$ cat src/rtl/wake_ctl.sv
module wake_ctl #(
  parameter int DELAY_TICKS = 32,
  parameter int SYNC_STAGES = 2,
  parameter int ADDR_W      = 16
) (
  input  logic              clk,
  input  logic              rst_n,
  input  logic              tick_en,
  input  logic              key_evt,
  input  logic              done_evt,
  input  logic              rd_en,
  input  logic [ADDR_W-1:0] rd_addr,
  output logic [7:0]        rd_data,
  output logic [7:0]        status_o,
  output logic              cpu_rst
);
  localparam int CNT_W = $clog2(DELAY_TICKS + 1);
  localparam logic [CNT_W-1:0] LAST = CNT_W'(DELAY_TICKS - 1);
  localparam logic [3:0] REGION_PHON = 4'b1100;
  localparam logic [3:0] REGION_KEY  = 4'b1101;

  logic [SYNC_STAGES-1:0] key_sync, done_sync;
  logic key_prev, done_prev;
  logic key_f, phon_f;
  logic running;
  logic [CNT_W-1:0] cnt;

  always_ff @(posedge clk or negedge rst_n) begin
    if (!rst_n) begin
      key_sync  <= '0;
      done_sync <= '0;
      key_prev  <= 1'b0;
      done_prev <= 1'b0;
    end else begin
      key_sync  <= {key_sync[SYNC_STAGES-2:0], key_evt};
      done_sync <= {done_sync[SYNC_STAGES-2:0], done_evt};
      key_prev  <= key_sync[SYNC_STAGES-1];
      done_prev <= done_sync[SYNC_STAGES-1];
    end
  end

  wire rise_key  = key_sync[SYNC_STAGES-1] & ~key_prev;
  wire rise_done = done_sync[SYNC_STAGES-1] & ~done_prev;
  wire any_rise  = rise_key | rise_done;

  wire [3:0] region = rd_addr[ADDR_W-2 -: 4];
  wire hit_phon = rd_en && (region == REGION_PHON);
  wire hit_key  = rd_en && (region == REGION_KEY);
  wire any_hit  = hit_phon | hit_key;

  wire [1:0] flags_nx = ({phon_f, key_f} & ~{hit_phon, hit_key}) | {rise_done, rise_key};
  wire sleep_now = any_hit && (flags_nx == 2'b00);

  always_ff @(posedge clk or negedge rst_n) begin
    if (!rst_n) begin
      phon_f  <= 1'b0;
      key_f   <= 1'b0;
      running <= 1'b0;
      cnt     <= '0;
      cpu_rst <= 1'b1;
    end else begin
      {phon_f, key_f} <= flags_nx;
      if (sleep_now) begin
        cpu_rst <= 1'b1;
        running <= 1'b0;
        cnt     <= '0;
      end else if (any_rise && !running) begin
        running <= 1'b1;
        cnt     <= '0;
      end else if (running && tick_en) begin
        if (cnt == LAST) begin
          running <= 1'b0;
          cnt     <= '0;
          cpu_rst <= 1'b0;
        end else begin
          cnt <= cnt + 1'b1;
        end
      end
    end
  end

  assign status_o = {phon_f, key_f, 6'b0};
  assign rd_data  = any_hit ? 8'hFF : 8'h00;

  // An awake processor always has at least one pending flag
  p_awake_has_flag_r9: assert property (@(posedge clk) disable iff (!rst_n)
    !cpu_rst |-> (phon_f | key_f));

  // Reset is released only by an expiring, enabled delay
  p_release_on_expiry_r5: assert property (@(posedge clk) disable iff (!rst_n)
    $fell(cpu_rst) |-> ($past(running) && $past(tick_en) && $past(cnt) == LAST));

  // A running delay never jumps back; it holds or advances with tick_en
  p_no_restart_r6: assert property (@(posedge clk) disable iff (!rst_n)
    (running && $past(running)) |-> (cnt == $past(cnt) + CNT_W'($past(tick_en))));

  // Flags fall only through their own acknowledge strobe
  p_key_clear_r8: assert property (@(posedge clk) disable iff (!rst_n)
    $fell(key_f) |-> $past(hit_key));
  p_phon_clear_r8: assert property (@(posedge clk) disable iff (!rst_n)
    $fell(phon_f) |-> $past(hit_phon));

  // Acknowledge that empties both flags puts the processor to sleep
  p_sleep_after_ack_r9: assert property (@(posedge clk) disable iff (!rst_n)
    any_hit |=> (phon_f | key_f | cpu_rst));

  // Acknowledge reads return all ones
  p_ack_data_r10: assert property (@(posedge clk) disable iff (!rst_n)
    any_hit |-> rd_data == 8'hFF);
endmodule

$ cat config.mk
export PLATFORM = sky130hd
export DESIGN_NAME = wake_ctl
export DESIGN_NICKNAME = d
export VERILOG_FILES = /design/src/rtl/wake_ctl.sv
export SDC_FILE = /design/constraint.sdc
export NUM_CORES = 1
export LEC_CHECK = 0
export ABC_AREA = 1
export BUFFER_PORTS_ARGS = -buffer_cell sky130_fd_sc_hd__buf_2
export CAP_MARGIN = 20
export CORE_MARGIN = 3
export CORE_UTILIZATION = 45
export DETAILED_ROUTE_END_ITERATION = 12
export PLACE_DENSITY = 0.77
export SETUP_SLACK_MARGIN = 0.15
export SYNTH_ARGS = -nofsm -noshare
export SYNTH_HDL_FRONTEND = slang
export SYNTH_SLANG_ARGS = --single-unit
$ cat constraint.sdc
create_clock -name clk -period 1.55 [get_ports clk]
set_input_delay 0.31 -clock clk [delete_from_list [all_inputs] [get_ports clk]]
set_output_delay 0.31 -clock clk [all_outputs]
set_load 0.02 [all_outputs]
==> results.md <==
* CTS tree: built
* Mean area per synthesized cell at 8.71 µm²
* Asr flop ratio synth at 100%
* Peak supply drop at 0.000599 V
* Layout area overhead at 9.04%
* Final setup vio count at 0
* Final Slew Violations at 0
* Die area at 2430 µm²
* Leakage power at 0.484 nW
* Diodes inserted at 0
* Pwr per Cell Area at 1220 nW/µm²
* Initial core utilization at 48.4%
* Clock-pin transition on the worst setup and hold timing paths at 0.09 ns
* Cell Count, Final, Fillers Out at 136
* Ys flop type: dfrtp_1
* Die width at 49.3 µm
* CP bufs+invs at 1
* Total power at 1.12 mW
* Worst EP arrival at 0.99 ns
* Layout cells sized above 1 at 28.8%
* Status: complete, no violations
* GPL Wtd Cong at 0.780
* Total routed wirelength at 1340 µm
* # placed instances at 131
* Final worst-path cycle share at 83.8%
* TritonCTS Sinks at 16
* Routed WL per cell at 9.84 µm
* Initial antenna violation count at 0
* Fillers at 172
* Cell row count at 15
* Worst Path Required at 1.24 ns
* Slowest CP cell: dfstp_2
* CTS H-tree lvls at 1
* Fin area at 921 µm²
* First-pass GRT wire length at 2330 µm
* Post-Route Skew at 0.00492 ns
* Detailed-router iteration count before antenna repair at 4
* Post-synth design cell area at 845 µm²
* Netlist cell types at 20
* R2R setup slack at 0.27 ns
* Core footprint at 1750 µm²
* Number of port buffers at 20
* Residual DRC at 0
* Vias per inst at 4.48
* RR Endpoint: running$_DFFE_PN0P_
* R2R depth at 6
* Hold crit path type: input pin to flop
* Post-CTS Setup Bufs at 0
* Most frequent cells in the layout: nand2_1 (20), buf_2 (20), dfrtp_1 (15), inv_1 (12), nor2_1 (11)
* CTS Buffer Depth at 2
* Post-DP HPWL at 1030 µm
* Nets at 135
* Boundary pin count at 39
* Worst hold endpoint: key_sync[0]$_DFF_PN0_
* Largest fanout on the critical path at 2
* Max stage delay on crit path at 0.54 ns
* RR Startpoint: cnt[0]$_DFFE_PN0P_
* Gr usage total at 12.5%
* RSZ-0062 raised after global routing: false
* Crit Path Class: flop to output pin
* Number of enable flip-flop cells after synthesis at 0
* Post-DP Area at 875 µm²
* Hold Path Cell Cnt at 1
* Post-route ant nets at 0
* CP Launch Type: flop
* Finished Core Util at 52.8%
* Grt total ovfl at 0
* CTS root buf: clkbuf_4
* Seq/Total Area, Yosys at 47.6%
* Initial DRC count at 1
* Final Hold Fails at 0
* Nature of the critical path endpoint: output pin
* Synthesized flop and latch total at 16
* Largest net degree at the start of global routing at 17
* Syn Inst Count at 97
* Die Y at 49.3 µm
* Top cell family by delay on the critical path: flip-flops
* Critical-path cell list: buf_2
* Synth warnings at 0
* Worst skew pair latency at 0.29 ns
* Vias at 609
* Min-delay src: key_evt
* CTS buffer count at 3
* Final worst path period need at 1.30 ns
* Setup TNS Final at 0 ns
* Maxcap violations at 0
* Vias in the first global route at 596
* Max frequency at 0.770 GHz
==> flip-flops by register name, summed over array words and instances, names as in the netlist <==
signal     count
running        1
key_f          1
cnt            6
done_prev      1
key_prev       1
phon_f         1
cpu_rst        1
done_sync      2
key_sync       2
==> cell families (layout without fill, tap and decap cells) <==
kind of cell,count (synthesis),in the layout,share of synthesized area (%)
simple gates,42,42,23.1
buf+inv,28,37,19.6
flops,16,16,47.6
compound gates,7,7,5.78
xor+xnor,2,2,2.07
fa+ha+maj,1,1,1.48
other cells,1,6,0.444
==> worst max path at each step <==
stage	from	end	cells after the start
after floorplan	rd_addr[12]	rd_data[0]	4
after global placement	cnt[0]$_DFFE_PN0P_	cnt[3]$_DFFE_PN0P_	6
after detailed placement	rd_addr[12]	cnt[2]$_DFFE_PN0P_	7
after CTS	cnt[0]$_DFFE_PN0P_	running$_DFFE_PN0P_	6
after global routing	cnt[0]$_DFFE_PN0P_	cnt[5]$_DFFE_PN0P_	7
final	cpu_rst$_DFFE_PN1P_	cpu_rst	1
==> cell usage after synthesis, types with 2 or more instances <==
cell,instances,area (µm²)
nand3_1,2,10.0
nand2_1,20,75.1
nand2_2,2,12.5
buf_4,16,120
nand3_2,2,20.0
xor2_1,2,17.5
o21ai_0,4,20.0
nor2_1,11,41.3
inv_1,12,45.0
dfrtp_1,15,375
nand3b_1,2,15.0
==> report_power, final <==
part           total (mW)  internal, mW  switching, mW
clock               0.230         0.100          0.130
combinational       0.316         0.129          0.187
sequential          0.577         0.510         0.0666
==> per-stage QoR <==
step / hold WS, ns / setup WS, ns
6_report: 0.124 / 0.251
5_1_grt: 0.113 / 0.141
3_3_place_gp: 0.231 / 0.240
2_1_floorplan: 0.0144 / 0.384
3_5_place_dp: 0.238 / 0.195
4_1_cts: 0.115 / 0.198
==> layout make-up <==
cell class / instances / area, µm² / share of cell area, %
tap: 25 / 31.3 / 3.40
sequential: 16 / 402 / 43.6
multi-input combinational: 58 / 307 / 33.3
timing repair buffer: 21 / 110 / 12.0
inverter: 12 / 45.0 / 4.89
clock buffer: 4 / 26.3 / 2.85
==> repair_timing <==
item                                    in CTS  in global routing
gates resized for setup                      0                  2
hold endpoints to repair                    15                  0
endpoints found under the setup margin       0                 12
hold buffers                                 1                  0
==> per-layer routing <==
layer  GRT usage (%)  share of wire (%)  vias up
met5               0                  0        -
met4            8.53                1.6        0
met3            2.75                9.0        4
met2            21.2                 46       28
met1            13.9                 43      275
li1                -                  -      302
(Power assumes the default switching activity.)
